--- src/rtl/refresh_pacer_pkg.sv ---
package refresh_pacer_pkg;

  typedef enum logic [1:0] {
    PH_POWERUP = 2'd0,
    PH_INIT    = 2'd1,
    PH_RUN     = 2'd2
  } pacerPhase_e;

  // strobes from control to datapath
  typedef struct packed {
    logic tmrClear;    // restart the shared timer
    logic useStartup;  // timer compares against the start-up delay
    logic initBump;    // one initialization refresh finished
    logic slotTick;    // periodic slot reached
    logic retire;      // one periodic refresh finished
  } pacerStrobes_t;

endpackage

--- src/rtl/refresh_pacer_dp.sv ---
module refresh_pacer_dp
  import refresh_pacer_pkg::*;
#(
  parameter int STARTUP_CYC       = 20000,
  parameter int NORM_INTERVAL_CYC = 1562,
  parameter int EXT_INTERVAL_CYC  = 6250,
  parameter int INIT_REFRESHES    = 8,
  parameter int PEND_DEPTH        = 8
) (
  input  logic          clk,
  input  logic          rstN,
  input  logic          extRetention,
  input  pacerStrobes_t strobes,
  output logic          tmrHit,
  output logic          initLast,
  output logic          pendEmpty,
  output logic          backlogErr
);

  localparam int LONG_IVL = (EXT_INTERVAL_CYC > NORM_INTERVAL_CYC) ? EXT_INTERVAL_CYC
                                                                    : NORM_INTERVAL_CYC;
  localparam int TMR_MAX  = (STARTUP_CYC > LONG_IVL) ? STARTUP_CYC : LONG_IVL;
  localparam int TMR_W    = $clog2(TMR_MAX + 1);
  localparam int INIT_W   = $clog2(INIT_REFRESHES + 1);
  localparam int PEND_W   = $clog2(PEND_DEPTH + 1);

  logic [TMR_W-1:0]  tmrCount;
  logic [TMR_W-1:0]  tmrLimit;
  logic [TMR_W-1:0]  runLimit;
  logic [INIT_W-1:0] initCnt;
  logic [PEND_W-1:0] pendCnt;
  logic              pendFull;
  logic              errFlag;

  // interval selection: a single-mode build needs no mux
  generate
    if (NORM_INTERVAL_CYC == EXT_INTERVAL_CYC) begin : g_oneIvl
      assign runLimit = TMR_W'(NORM_INTERVAL_CYC - 1);
    end else begin : g_twoIvl
      assign runLimit = extRetention ? TMR_W'(EXT_INTERVAL_CYC - 1)
                                     : TMR_W'(NORM_INTERVAL_CYC - 1);
    end
  endgenerate

  assign tmrLimit = strobes.useStartup ? TMR_W'(STARTUP_CYC - 1) : runLimit;
  assign tmrHit   = (tmrCount >= tmrLimit);

  always_ff @(posedge clk or negedge rstN) begin
    if (!rstN) begin
      tmrCount <= '0;
    end else if (strobes.tmrClear) begin
      tmrCount <= '0;
    end else if (!tmrHit) begin
      tmrCount <= tmrCount + 1'b1;
    end
  end

  // initialization refresh counter
  always_ff @(posedge clk or negedge rstN) begin
    if (!rstN) begin
      initCnt <= '0;
    end else if (strobes.initBump) begin
      initCnt <= initCnt + 1'b1;
    end
  end

  assign initLast = (initCnt == INIT_W'(INIT_REFRESHES - 1));

  // backlog of owed periodic refreshes
  assign pendFull  = (pendCnt == PEND_W'(PEND_DEPTH));
  assign pendEmpty = (pendCnt == '0);

  always_ff @(posedge clk or negedge rstN) begin
    if (!rstN) begin
      pendCnt <= '0;
    end else begin
      unique case ({strobes.slotTick, strobes.retire})
        2'b10:   if (!pendFull) pendCnt <= pendCnt + 1'b1;
        2'b01:   pendCnt <= pendCnt - 1'b1;
        default: pendCnt <= pendCnt;
      endcase
    end
  end

  always_ff @(posedge clk or negedge rstN) begin
    if (!rstN) begin
      errFlag <= 1'b0;
    end else if (strobes.slotTick && !strobes.retire && pendFull) begin
      errFlag <= 1'b1;
    end
  end

  assign backlogErr = errFlag;


  err_sticky_chk: assert property (@(posedge clk) disable iff (!rstN)
    errFlag |=> errFlag);


  pend_bound_chk: assert property (@(posedge clk) disable iff (!rstN)
    pendCnt <= PEND_W'(PEND_DEPTH));


  retire_nonempty_chk: assert property (@(posedge clk) disable iff (!rstN)
    strobes.retire |-> !pendEmpty);


  init_bound_chk: assert property (@(posedge clk) disable iff (!rstN)
    initCnt <= INIT_W'(INIT_REFRESHES));

endmodule

--- src/rtl/refresh_pacer_ctrl.sv ---
module refresh_pacer_ctrl
  import refresh_pacer_pkg::*;
(
  input  logic          clk,
  input  logic          rstN,
  input  logic          refGrant,
  input  logic          refDone,
  input  logic          tmrHit,
  input  logic          initLast,
  input  logic          pendEmpty,
  output pacerStrobes_t strobes,
  output logic          refReq,
  output logic          devReady
);

  pacerPhase_e phase, nextPhase;
  logic        inFlight;
  logic        reqInt;
  logic        grantTake;
  logic        doneTake;

  assign grantTake = refGrant && reqInt;
  assign doneTake  = refDone && inFlight;

  always_comb begin
    strobes   = '0;
    nextPhase = phase;
    reqInt    = 1'b0;
    unique case (phase)
      PH_POWERUP: begin
        strobes.useStartup = 1'b1;
        if (tmrHit) begin
          strobes.tmrClear = 1'b1;
          nextPhase        = PH_INIT;
        end
      end
      PH_INIT: begin
        strobes.tmrClear = 1'b1;
        reqInt           = !inFlight;
        if (doneTake) begin
          strobes.initBump = 1'b1;
          if (initLast) nextPhase = PH_RUN;
        end
      end
      PH_RUN: begin
        strobes.slotTick = tmrHit;
        strobes.tmrClear = tmrHit;
        strobes.retire   = doneTake;
        reqInt           = !pendEmpty && !inFlight;
      end
      default: nextPhase = PH_POWERUP;
    endcase
  end

  always_ff @(posedge clk or negedge rstN) begin
    if (!rstN) begin
      phase <= PH_POWERUP;
    end else begin
      phase <= nextPhase;
    end
  end

  always_ff @(posedge clk or negedge rstN) begin
    if (!rstN) begin
      inFlight <= 1'b0;
    end else if (grantTake) begin
      inFlight <= 1'b1;
    end else if (doneTake) begin
      inFlight <= 1'b0;
    end
  end

  assign refReq   = reqInt;
  assign devReady = (phase == PH_RUN);


  req_hold_chk: assert property (@(posedge clk) disable iff (!rstN)
    (refReq && !refGrant) |=> refReq);


  req_release_chk: assert property (@(posedge clk) disable iff (!rstN)
    (refReq && refGrant) |=> !refReq);


  ready_hold_chk: assert property (@(posedge clk) disable iff (!rstN)
    devReady |=> devReady);


  powerup_quiet_chk: assert property (@(posedge clk) disable iff (!rstN)
    (phase == PH_POWERUP) |-> !refReq);

endmodule

--- src/rtl/refresh_pacer.sv ---
module refresh_pacer
  import refresh_pacer_pkg::*;
#(
  parameter int STARTUP_CYC       = 20000,
  parameter int NORM_INTERVAL_CYC = 1562,
  parameter int EXT_INTERVAL_CYC  = 6250,
  parameter int INIT_REFRESHES    = 8,
  parameter int PEND_DEPTH        = 8
) (
  input  logic clk,
  input  logic rstN,
  input  logic extRetention,
  input  logic refGrant,
  input  logic refDone,
  output logic refReq,
  output logic devReady,
  output logic backlogErr
);

  pacerStrobes_t strobes;
  logic          tmrHit;
  logic          initLast;
  logic          pendEmpty;

  refresh_pacer_ctrl u_ctrl (
    .clk       (clk),
    .rstN      (rstN),
    .refGrant  (refGrant),
    .refDone   (refDone),
    .tmrHit    (tmrHit),
    .initLast  (initLast),
    .pendEmpty (pendEmpty),
    .strobes   (strobes),
    .refReq    (refReq),
    .devReady  (devReady)
  );

  refresh_pacer_dp #(
    .STARTUP_CYC       (STARTUP_CYC),
    .NORM_INTERVAL_CYC (NORM_INTERVAL_CYC),
    .EXT_INTERVAL_CYC  (EXT_INTERVAL_CYC),
    .INIT_REFRESHES    (INIT_REFRESHES),
    .PEND_DEPTH        (PEND_DEPTH)
  ) u_dp (
    .clk          (clk),
    .rstN         (rstN),
    .extRetention (extRetention),
    .strobes      (strobes),
    .tmrHit       (tmrHit),
    .initLast     (initLast),
    .pendEmpty    (pendEmpty),
    .backlogErr   (backlogErr)
  );

endmodule

--- config.mk ---
export PLATFORM = sky130hd
export DESIGN_NAME = refresh_pacer
export DESIGN_NICKNAME = d
export VERILOG_FILES = /design/src/rtl/refresh_pacer_pkg.sv /design/src/rtl/refresh_pacer_dp.sv /design/src/rtl/refresh_pacer_ctrl.sv /design/src/rtl/refresh_pacer.sv
export SDC_FILE = /design/constraint.sdc
export NUM_CORES = 1
export LEC_CHECK = 0
export CORE_ASPECT_RATIO = 1.75
export CORE_UTILIZATION = 30
export CTS_BUF_LIST = sky130_fd_sc_hd__clkbuf_16
export CTS_CLUSTER_DIAMETER = 150
export CTS_CLUSTER_SIZE = 20
export DETAILED_ROUTE_END_ITERATION = 7
export GPL_TIMING_DRIVEN = 0
export SLEW_MARGIN = 5
export SYNTH_ARGS = -nofsm -noshare
export SYNTH_HDL_FRONTEND = slang
export SYNTH_SLANG_ARGS = --single-unit
--- constraint.sdc ---
create_clock -name clk -period 3.5 [get_ports clk]
set_clock_uncertainty 0.15 [all_clocks]
set_input_delay 0.525 -clock clk [delete_from_list [all_inputs] [get_ports clk]]
set_output_delay 0.525 -clock clk [all_outputs]
set_load 0.02 [all_outputs]
==> out/results.tsv, run 1 <==
stage	metric	value	unit
run_status	status	finished, final reports clean	
yosys	Post-Syn Instances	184	
die	die height	102	microns
placement	gpl congestion	0.819	
final_layout	final instance area	0.00216	sq mm
power_and_ir_drop	PwrDens	531	mW/mm^2
final_layout	Area Growth Syn to Fin	25.1	%
timing	unrepaired setup endpoints after global routing	true	
power_and_ir_drop	Sequential Power Share	0.388	
timing	Tcrit/Tclk final	0.978	
routing	DRT iter0 DRCs	23	
worst_setup_path	critical path arrival	3420	ps
yosys	sequential share of the synthesized area	0.391	
routing	via/cell ratio	5.02	
clock_network	worst skew pair latency	270	ps
global_routing	GRT Total Usage	0.141	
worst_setup_path	register-to-register setup slack	80	ps
timing	Fmax	292	MHz
timing	minimum clock period	3420	ps
yosys	post-synth top area share	0.391	
timing	Final Hold Viols	0	
worst_setup_path	startpoint types	flip-flop	
routing	routed vias	1427	
timing	final hold slack	116	ps
placement	PortBufs	7	
power_and_ir_drop	NetSw	412	uW
power_and_ir_drop	Leak Pwr	0.944	nW
worst_setup_path	Crit path required time	3500	ps
clock_network	clock-pin slew on the worst setup and hold paths	70	ps
yosys	Distinct cells, synth	40	
timing	post-route setup slack	76.7	ps
yosys	Ys Warns	0	
die	core area	0.00554	sq mm
power_and_ir_drop	clock share of power	0.228	
routing	DRC	0	
power_and_ir_drop	Sw Share	0.359	
timing	Worst Max-Slew Pin Slew	608	ps
clock_network	H-tree levels	1	
final_layout	share of post-route cells with drive strength above 1	0.197	
yosys	Post-Syn Area	0.00173	sq mm
clock_network	CTS root buf	clkbuf_16	
die	DIE AREA	0.00608	sq mm
yosys	dominant cell type by area after synthesis	dfrtp_1	
power_and_ir_drop	internal power	736	uW
placement	dpl ws	-848	ps
routing	antenna-violating nets left	0	
worst_setup_path	CP Class	flip-flop to flip-flop	
die	Starting Density	0.312	
timing	slew margin rel.	0.595	
global_routing	antenna violations before repair	0	
power_and_ir_drop	Max VDD drop	0.261	mV
global_routing	vias in the first global route	1367	
final_layout	# nets final	229	
clock_network	number of CTS-inserted buffers	3	
final_layout	ANT cells	0	
global_routing	first-pass GRT wire length	6450	microns
global_routing	grt ovf	0	
clock_network	maximum root-to-sink buffer count	2	
flow_run	Max Cap Viol	0	
worst_setup_path	reg-to-reg critical path endpoint	u_dp.pendCnt[3]$_DFFE_PN0P_	
die	Die Width	59.4	microns
routing	mean routed wirelength per cell	13.5	microns
timing	Final Slew Violations	0	
die	# rows	36	
placement	Post-DP HPWL	2650	microns
yosys	largest cells by area after synthesis	dfrtp_1 39%, ha_1 10%, xnor2_1 9.1%, nor2_1 4.8%, nand2_1 3.0%	
global_routing	largest net degree at the start of global routing	28	
timing	final setup violation count	0	
placement	Placement Cell Area	0.00192	sq mm
routing	DR pass1 iterations	4	
yosys	mean post-synth cell area	9.38	sq um
worst_setup_path	worst flop-to-flop path startpoint	u_ctrl.phase[1]$_DFFE_PN0P_	
clock_network	CTS sink cnt	27	
worst_setup_path	Max FO, Critical Path	5	
worst_setup_path	Critical Path End Type	flip-flop	
worst_setup_path	number of cells on the worst reg-to-reg path	16	
clock_network	CTS tree	yes	
min_path	path category of the worst min-delay check	primary input to async pin	
routing	Routed Wire Length	3830	microns
die	IO Pins	8	
yosys	syn_nets	204	
clock_network	cts hold-fix bufs	0	
yosys	FF+latch count, synth	27	
power_and_ir_drop	Comb pwr share	0.384	
-- worst max-delay path by stage --
stage / endpoint / start / cells after the start
floorplan: u_dp.pendCnt[3]$_DFFE_PN0P_ / u_ctrl.phase[1]$_DFFE_PN0P_ / 17
global placement: u_dp.pendCnt[3]$_DFFE_PN0P_ / extRetention / 16
detailed placement: u_dp.pendCnt[3]$_DFFE_PN0P_ / extRetention / 16
CTS: u_dp.pendCnt[3]$_DFFE_PN0P_ / u_ctrl.phase[1]$_DFFE_PN0P_ / 16
global route: u_dp.pendCnt[3]$_DFFE_PN0P_ / u_ctrl.phase[1]$_DFFE_PN0P_ / 16
finish: u_dp.pendCnt[3]$_DFFE_PN0P_ / u_ctrl.phase[1]$_DFFE_PN0P_ / 16
-- sequential cells by signal, indices dropped and copies added (netlist names) --
register	count
u_dp.initCnt	4
u_dp.backlogErr	1
u_ctrl.inFlight	1
u_dp.pendCnt	4
u_ctrl.phase	2
u_dp.tmrCount	15
-- critical path, stage by stage (launching register included) --
cell,delay (ps)
dfrtp_2,450
inv_4,90
ha_4,180
clkinvlp_4,150
ha_4,300
nand4b_1,100
a21o_1,210
o41ai_4,470
nor2_4,70
nand3_2,100
inv_2,60
ha_4,200
a21o_1,140
a21o_1,200
nand3_1,100
nor2_1,50
o32a_1,280
-- cell type report --
| type | instances | area (sq um) |
|---|---|---|
| tap | 76 | 95.1 |
| multi-input combinational | 141 | 1070 |
| clock inverter | 1 | 3.75 |
| clock buffer | 3 | 75.1 |
| inverter | 9 | 42.5 |
| sequential | 27 | 678 |
| fill | 573 | 3380 |
| timing repair buffer | 20 | 161 |
| buffer | 7 | 33.8 |
-- metal layers --
metal,global-route usage,wire length [microns],up-vias
li1,-,-,697
met1,0.158,1600,700
met2,0.253,2040,21
met3,0.0253,104,9
met4,0.0568,93,0
met5,0,0,-
-- cells by family after synthesis --
kind of cell / Yosys count / share of synthesized area
compound gates: 27 / 0.116
fa+ha+maj: 15 / 0.113
flops: 27 / 0.391
mux: 3 / 0.0210
simple gates: 77 / 0.223
buf+inv: 16 / 0.0391
xor+xnor: 19 / 0.0964
-- layout by cell type (no fill, tap or decap), types with 4 or more instances in the layout --
| cell | count |
|---|---|
| a21o_1 | 4 |
| a21oi_1 | 8 |
| buf_2 | 4 |
| buf_4 | 14 |
| clkdlybuf4s50_1 | 5 |
| dfrtp_1 | 25 |
| ha_1 | 10 |
| ha_4 | 4 |
| inv_1 | 5 |
| nand2_1 | 14 |
| nand3_1 | 8 |
| nand4_1 | 5 |
| nor2_1 | 21 |
| nor3_1 | 10 |
| nor4_1 | 6 |
| xnor2_1 | 18 |
-- what timing repair did --
| item | 4_1_cts | 5_1_grt |
|---|---|---|
| setup endpoints to repair | 2 | 1 |
| hold endpoints to repair | 0 | 0 |
| cloned | 0 | 0 |
| buffers inserted | 7 | 6 |
| gates resized for setup | 8 | 5 |
| pin swaps | 5 | 9 |
-- cells in the mapped netlist (all sizes together) --
library cell,number
a211o,1
a211oi,1
a21o,4
a21oi,9
a2bb2oi,1
a31oi,2
a41o,1
and2,1
and4,2
buf,4
clkbuf,3
dfrtp,27
fa,1
ha,14
inv,9
mux2,2
mux2i,1
nand2,14
nand2b,1
nand3,9
nand4,5
nand4b,2
nor2,22
nor2b,1
nor3,10
nor3b,2
nor4,6
nor4b,1
o2111ai,1
o211ai,1
o21ai,4
o32a,1
o41ai,1
or2,1
xnor2,18
xor2,1
-- per-stage QoR --
stage	std cells	TNS [ps]	total power, mW	util
after floorplan	184	0	0.735	-
after global placement	267	-1860	0.822	0.346
after detailed placement	267	-2110	0.829	0.346
after CTS	278	0	1.12	0.377
after global routing	284	-55.9	1.24	0.390
final	284	0	1.15	0.390
-- power by group through the flow --
stage	registers, mW	clock network, mW	logic [mW]
finish	0.445	0.262	0.440
global placement	0.456	0	0.366
global route	0.455	0.284	0.503
CTS	0.444	0.269	0.405
detailed placement	0.457	0	0.372
floorplan	0.438	0	0.296
Note: power is estimated with default switching activity, not from simulation.
==> run 2, diff against run 1 <==
==> constraint.sdc (replaced) <==
create_clock -name clk -period 4 [get_ports clk]
set_clock_uncertainty 0.15 [all_clocks]
set_input_delay 0.6 -clock clk [delete_from_list [all_inputs] [get_ports clk]]
set_output_delay 0.6 -clock clk [all_outputs]
set_load 0.02 [all_outputs]
==> out/results.tsv, run 2 (synthesis gave the netlist of run 1 again) <==
stage	metric	value	unit	change
timing	setup_tns	0	ps	unchanged
worst_setup_path	register-to-register setup slack	340	ps	+260 ps
power_and_ir_drop	NetSw	344	uW	-17%
die	DIE AREA	0.00608	sq mm	unchanged
flow_run	Max Cap Viol	0		unchanged
timing	unrepaired setup endpoints after global routing	false		
worst_setup_path	worst flop-to-flop path startpoint	u_ctrl.phase[0]$_DFFE_PN0P_		
timing	Final Hold Viols	0		unchanged
global_routing	grt ovf	0		unchanged
power_and_ir_drop	Max VDD drop	0.268	mV	+2.9%
final_layout	share of post-route cells with drive strength above 1	0.117		-0.0804
power_and_ir_drop	Comb pwr share	0.346		-0.038
global_routing	first-pass GRT wire length	6280	microns	-2.7%
clock_network	clock-pin slew on the worst setup and hold paths	60	ps	about the same
routing	mean routed wirelength per cell	13.6	microns	+0.93%
placement	dpl cells	267		unchanged
timing	final setup violation count	0		unchanged
timing	Tcrit/Tclk final	0.936		
placement	gpl congestion	0.807		-1.5%
routing	routed vias	1352		-5.3%
final_layout	Cell Count, Final, Fillers Out	273		-3.9%
clock_network	H-tree levels	1		unchanged
clock_network	CTS sink cnt	27		unchanged
routing	DRC	0		unchanged
clock_network	CTS tree	yes		
placement	Post-DP HPWL	2780	microns	+5.1%
power_and_ir_drop	internal power	605	uW	-18%
final_layout	commonest cells after routing, fill and taps aside	25 x dfrtp_1, 21 x nor2_1, 18 x xnor2_1, 14 x nand2_1, 13 x ha_1		
routing	Routed Wire Length	3720	microns	-3.0%
timing	Final Slew Violations	0		unchanged
final_layout	Top reg by flops	u_dp.tmrCount		
die	core area	0.00554	sq mm	unchanged
power_and_ir_drop	Sequential Power Share	0.417		+0.029
final_layout	commonest non-fill, non-tap cell in the layout	dfrtp_1		
clock_network	CTS root buf	clkbuf_16		
final_layout	# nets final	218		-4.8%
placement	PortBufs	7		unchanged
power_and_ir_drop	PwrDens	469	mW/mm^2	-12%
worst_setup_path	Critical Path End Type	flip-flop		
die	Die Width	59.4	microns	unchanged
routing	antenna-violating nets left	0		unchanged
final_layout	Final Util	0.365		-0.0246
routing	DR pass1 iterations	4		unchanged
final_layout	Area Growth Syn to Fin	17.2	%	
timing	Fmax	267	MHz	
timing	slew margin rel.	0.580		-0.0152
final_layout	max reg flops	15		unchanged
power_and_ir_drop	clock share of power	0.237		+0.009
die	IO Pins	8		unchanged
worst_setup_path	critical path arrival	3740	ps	+320 ps
worst_setup_path	number of cells on the worst reg-to-reg path	16		unchanged
min_path	path category of the worst min-delay check	primary input to async pin		
worst_setup_path	Max FO, Critical Path	5		unchanged
die	die height	102	microns	unchanged
clock_network	number of CTS-inserted buffers	3		unchanged
worst_setup_path	reg-to-reg critical path endpoint	u_dp.pendCnt[3]$_DFFE_PN0P_		
power_and_ir_drop	Leak Pwr	0.895	nW	-5.3%
clock_network	maximum root-to-sink buffer count	2		unchanged
global_routing	largest net degree at the start of global routing	28		unchanged
final_layout	ANT cells	0		unchanged
worst_setup_path	end point of the critical path	u_dp.pendCnt[3]$_DFFE_PN0P_		
global_routing	antenna violations before repair	0		unchanged
timing	Worst Max-Slew Pin Slew	631	ps	+22.8 ps
routing	DRT iter0 DRCs	8		-65%
worst_setup_path	Critical Path Source	extRetention		
global_routing	vias in the first global route	1381		+1.0%
timing	minimum clock period	3740	ps	
timing	final hold slack	203	ps	+86.5 ps
routing	via/cell ratio	4.95		-1.4%
worst_setup_path	CP Class	primary input to flip-flop		
worst_setup_path	startpoint types	primary input		
power_and_ir_drop	Sw Share	0.362		+0.00337
die	Starting Density	0.312		unchanged
global_routing	GRT Total Usage	0.138		-0.00222
worst_setup_path	Crit path required time	3990	ps	+490 ps
run_status	status	finished, final reports clean		
die	# rows	36		unchanged
final_layout	largest registers	u_dp.tmrCount (15), u_dp.initCnt (4), u_dp.pendCnt (4)		
clock_network	worst skew pair latency	260	ps	about the same
==> run 2: cell count changes in the layout (fill, tap and decap cells not counted), sizes merged <==
cell           delta
clkinvlp          -1
inv               +1
clkdlybuf4s50     +1
dlygate4sd2       -1
buf              -11
==> run 2: worst min path at each step <==
stage,startpoint,slack (ps),depth (start not counted),end
detailed placement,u_dp.initCnt[3]$_DFFE_PN0P_,300,1,u_dp.initCnt[3]$_DFFE_PN0P_
finish,rstN,200,1,u_dp.pendCnt[0]$_DFFE_PN0P_
global placement,u_dp.backlogErr$_DFFE_PN0P_,300,1,u_dp.backlogErr$_DFFE_PN0P_
CTS,u_dp.initCnt[3]$_DFFE_PN0P_,320,1,u_dp.initCnt[3]$_DFFE_PN0P_
floorplan,rstN,150,0,u_ctrl.inFlight$_DFFE_PN0P_
global route,rstN,250,1,u_dp.pendCnt[0]$_DFFE_PN0P_
==> run 2: worst max-delay path: stages <==
cell and delay (ps):
clkdlybuf4s50_1 490, nor2b_4 180, inv_2 70, ha_1 280, a211o_1 310, a21oi_2 180, o41ai_4 120, nor2_4 140
nand3_1 140, inv_1 120, ha_1 230, a21o_1 170, a21o_1 220, nand3_1 100, nor2_1 40, o32a_1 320
==> run 2: metrics by stage <==
stage / total power, mW / worst slack (ps) / area [sq um]
6_report: 0.949 / 255 / 2020
5_1_grt: 1.03 / 60.5 / 2020
4_1_cts: 0.951 / 30.2 / 2000
3_5_place_dp: 0.717 / -644 / 1890
3_3_place_gp: 0.705 / -573 / 1890
2_1_floorplan: 0.628 / 220 / 1730
==> run 2: layer usage <==
metal  track usage  wire length, microns  up-vias
met4        0.0586                    52        0
met3        0.0114                    43        4
met2         0.265                  2120       15
met1         0.148                  1500      658
li1              -                     -      675
met5             0                     0        -
==> run 2: what timing repair did <==
| action | CTS | global route |
|---|---|---|
| setup buffers | 1 | 1 |
| gates resized for setup | 5 | 5 |
| pin swaps | 1 | 2 |
| hold buffers | 0 | 0 |
| setup endpoints to repair | 1 | 1 |
==> run 2: power groups by stage <==
| stage | Clock [mW] | Sequential, mW | Combinational [mW] |
|---|---|---|---|
| 3_5_place_dp | 0 | 0.397 | 0.320 |
| 2_1_floorplan | 0 | 0.382 | 0.246 |
| 4_1_cts | 0.232 | 0.394 | 0.325 |
| 6_report | 0.225 | 0.395 | 0.328 |
| 5_1_grt | 0.240 | 0.404 | 0.381 |
| 3_3_place_gp | 0 | 0.395 | 0.310 |
==> run 2: layout make-up <==
| type | count | area [sq um] |
|---|---|---|
| fill | 565 | 3520 |
| multi-input combinational | 141 | 1020 |
| sequential | 27 | 678 |
| tap | 76 | 95.1 |
| timing repair buffer | 9 | 80.1 |
| clock buffer | 3 | 75.1 |
| buffer | 7 | 33.8 |
| inverter | 9 | 33.8 |
| clock inverter | 1 | 3.75 |
==> run 3, diff against run 2 <==
--- a/config.mk
+++ b/config.mk
@@ -6,12 +6,13 @@
 export NUM_CORES = 1
 export LEC_CHECK = 0
 export CORE_ASPECT_RATIO = 1.75
-export CORE_UTILIZATION = 30
+export CORE_UTILIZATION = 64
 export CTS_BUF_LIST = sky130_fd_sc_hd__clkbuf_16
 export CTS_CLUSTER_DIAMETER = 150
 export CTS_CLUSTER_SIZE = 20
 export DETAILED_ROUTE_END_ITERATION = 7
 export GPL_TIMING_DRIVEN = 0
+export PLACE_DENSITY = 0.84
 export SLEW_MARGIN = 5
 export SYNTH_ARGS = -nofsm -noshare
 export SYNTH_HDL_FRONTEND = slang
==> out/results.tsv, run 3 (synthesis gave the netlist of run 1 again) <==
stage	metric	value	unit	change
run_status	status	finished, final reports clean		
routing	routed vias	1445		+6.9%
routing	DRC	0		unchanged
clock_network	maximum root-to-sink buffer count	2		unchanged
worst_setup_path	worst flop-to-flop path startpoint	u_ctrl.phase[0]$_DFFE_PN0P_		
global_routing	grt ovf	0		unchanged
die	IO Pins	8		unchanged
worst_setup_path	register-to-register setup slack	190	ps	-150 ps
power_and_ir_drop	Leak Pwr	0.897	nW	+0.31%
final_layout	largest registers	u_dp.tmrCount (15), u_dp.initCnt (4), u_dp.pendCnt (4)		
timing	Worst Max-Slew Pin Slew	610	ps	-20.9 ps
flow_run	Max Cap Viol	0		unchanged
clock_network	number of CTS-inserted buffers	3		unchanged
routing	DRT iter0 DRCs	69		+61
worst_setup_path	CP Class	primary input to flip-flop		
final_layout	Area Growth Syn to Fin	14.1	%	
global_routing	GRT Total Usage	0.316		+0.178
final_layout	share of post-route cells with drive strength above 1	0.126		+0.00951
final_layout	final instance area	0.00197	sq mm	-2.6%
worst_setup_path	reg-to-reg critical path endpoint	u_dp.pendCnt[3]$_DFFE_PN0P_		
worst_setup_path	CP max-delay cell	clkdlybuf4s50_1		
timing	Fmax	263	MHz	-1.7%
global_routing	first-pass GRT wire length	6360	microns	+1.3%
worst_setup_path	Top cell by count, worst path	a21o_1		
routing	via/cell ratio	6.45		+30%
placement	Post-DP HPWL	2700	microns	-3.0%
die	die height	70.7	microns	-31%
placement	dpl cells	217		-19%
final_layout	commonest non-fill, non-tap cell in the layout	dfrtp_1		
power_and_ir_drop	Sequential Power Share	0.406		-0.011
global_routing	largest net degree at the start of global routing	28		unchanged
timing	final setup violation count	0		unchanged
placement	Placement Cell Area	0.00183	sq mm	-3.3%
die	Starting Density	0.685		+0.373
global_routing	antenna violations before repair	0		unchanged
worst_setup_path	number of cells on the worst reg-to-reg path	16		unchanged
power_and_ir_drop	internal power	618	uW	+2.1%
placement	PortBufs	7		unchanged
worst_setup_path	CP Buf/Inv Count	3		unchanged
clock_network	H-tree levels	1		unchanged
worst_setup_path	worst stage delay on the critical path	480	ps	about the same
global_routing	vias in the first global route	1497		+8.4%
min_path	path category of the worst min-delay check	primary input to async pin		
power_and_ir_drop	Sw Share	0.369		+0.00708
power_and_ir_drop	Comb pwr share	0.357		+0.011
die	core area	0.00252	sq mm	-54%
timing	unrepaired setup endpoints after global routing	false		
die	Die Width	41.3	microns	-30%
final_layout	ANT cells	0		unchanged
power_and_ir_drop	PwrDens	497	mW/mm^2	+6.0%
worst_setup_path	startpoint types	primary input		
timing	Final Hold Viols	0		unchanged
clock_network	clock-pin slew on the worst setup and hold paths	70	ps	about the same
timing	Final Slew Violations	0		unchanged
final_layout	Cell Count, Final, Fillers Out	224		-18%
worst_setup_path	Max FO, Critical Path	7		+2
final_layout	Top reg by flops	u_dp.tmrCount		
clock_network	cts hold-fix bufs	0		unchanged
worst_setup_path	CP delay by family, top	compound AO/OA/AOI/OAI gates		
timing	final hold slack	189	ps	-14.2 ps
worst_setup_path	Crit path required time	4000	ps	about the same
routing	antenna-violating nets left	0		unchanged
final_layout	# nets final	219		+0.46%
power_and_ir_drop	clock share of power	0.237		about the same
timing	setup_tns	0	ps	unchanged
power_and_ir_drop	Max VDD drop	0.407	mV	+52%
final_layout	max reg flops	15		unchanged
power_and_ir_drop	NetSw	361	uW	+5.2%
timing	slew margin rel.	0.594		+0.0139
final_layout	commonest cells after routing, fill and taps aside	25 x dfrtp_1, 21 x nor2_1, 18 x xnor2_1, 14 x nand2_1, 13 x ha_1		
placement	gpl congestion	0.811		+0.58%
clock_network	CTS tree	yes		
timing	minimum clock period	3810	ps	+64.2 ps
worst_setup_path	CP Cell Sequence	clkdlybuf4s50_1 -> nor2b_4 -> inv_2 -> ha_1 -> nand4b_1 -> a21o_1 -> o41ai_4 -> nor2_4 -> nand3_2 -> inv_1 -> ha_1 -> a21o_1 -> a21o_1 -> nand3_1 -> nor2_1 -> o32a_1		
die	DIE AREA	0.00292	sq mm	-52%
clock_network	worst skew pair latency	270	ps	about the same
routing	DR pass1 iterations	4		unchanged
clock_network	CTS root buf	clkbuf_16		
timing	Tcrit/Tclk final	0.952		+0.0161
routing	mean routed wirelength per cell	17.4	microns	+28%
worst_setup_path	critical path arrival	3810	ps	+70 ps
clock_network	CTS sink cnt	27		unchanged
routing	Routed Wire Length	3900	microns	+5.0%
worst_setup_path	Critical Path End Type	flip-flop		
die	# rows	24		-33%
==> run 3: cell types whose count changed in the layout (fill, tap and decap cells not counted) <==
| cell | before | now |
|---|---|---|
| nand3_1 | 9 | 8 |
| inv_1 | 9 | 8 |
| clkinvlp_4 | 0 | 1 |
| buf_4 | 3 | 4 |
| nor4_1 | 5 | 6 |
| nand3_2 | 0 | 1 |
| nor4_2 | 1 | 0 |
==> run 3: worst reg2reg max path, stage by stage (launching register included) <==
cell and delay (ps):
dfrtp_2 460, inv_1 140, ha_2 270, inv_1 140
ha_1 340, nand4b_1 100, a21o_1 230, o41ai_4 460
nor2_4 100, nand3_2 110, inv_1 70, ha_1 280
a21o_1 180, a21o_1 210, nand3_1 90, nor2_1 40
o32a_1 320
==> run 3: power by group through the flow <==
stage	Sequential, mW	Combinational, mW	Clock [mW]
4_1_cts	0.395	0.322	0.233
3_3_place_gp	0.394	0.294	0
6_report	0.398	0.349	0.232
2_1_floorplan	0.382	0.246	0
5_1_grt	0.406	0.390	0.249
3_5_place_dp	0.398	0.316	0
==> run 3: what timing repair did <==
action | 4_1_cts | 5_1_grt
setup buffers | 1 | 2
pin swaps | 1 | 1
gates resized for setup | 4 | 6
endpoints found under the setup margin | 1 | 1
==> run 3: cell type report <==
class                           count  area [sq um]
Timing Repair Buffer               10          87.6
Buffer                              7          33.8
Clock buffer                        3          75.1
Clock inverter                      1          7.51
Multi-Input combinational cell    141          1020
Tap cell                           26          32.5
Fill cell                         168           552
Sequential cell                    27           678
Inverter                            9          33.8
==> run 3: per-layer routing <==
| layer | part of all wire | track usage |
|---|---|---|
| met5 | 0 | 0 |
| met4 | 0.034 | 0.183 |
| met3 | 0.045 | 0.0972 |
| met2 | 0.55 | 0.493 |
| met1 | 0.37 | 0.358 |
==> run 3: worst max path at each step <==
stage,startpoint,endpoint,slack (ps),depth (start not counted)
after global routing,extRetention,u_dp.pendCnt[3]$_DFFE_PN0P_,10,16
after global placement,extRetention,u_dp.pendCnt[3]$_DFFE_PN0P_,-400,16
after floorplan,u_ctrl.phase[0]$_DFFE_PN0P_,u_dp.pendCnt[3]$_DFFE_PN0P_,220,17
after CTS,u_ctrl.phase[0]$_DFFE_PN0P_,u_dp.pendCnt[3]$_DFFE_PN0P_,10,17
final,extRetention,u_dp.pendCnt[3]$_DFFE_PN0P_,190,16
after detailed placement,extRetention,u_dp.pendCnt[3]$_DFFE_PN0P_,-490,16
==> run 3: metrics by stage <==
step / power (mW) / util / setup WS [ps]
after floorplan: 0.628 / - / 220
after global placement: 0.689 / 0.725 / -401
after detailed placement: 0.714 / 0.725 / -488
after CTS: 0.949 / 0.770 / 13.0
after global routing: 1.04 / 0.781 / 14.1
final: 0.979 / 0.781 / 191
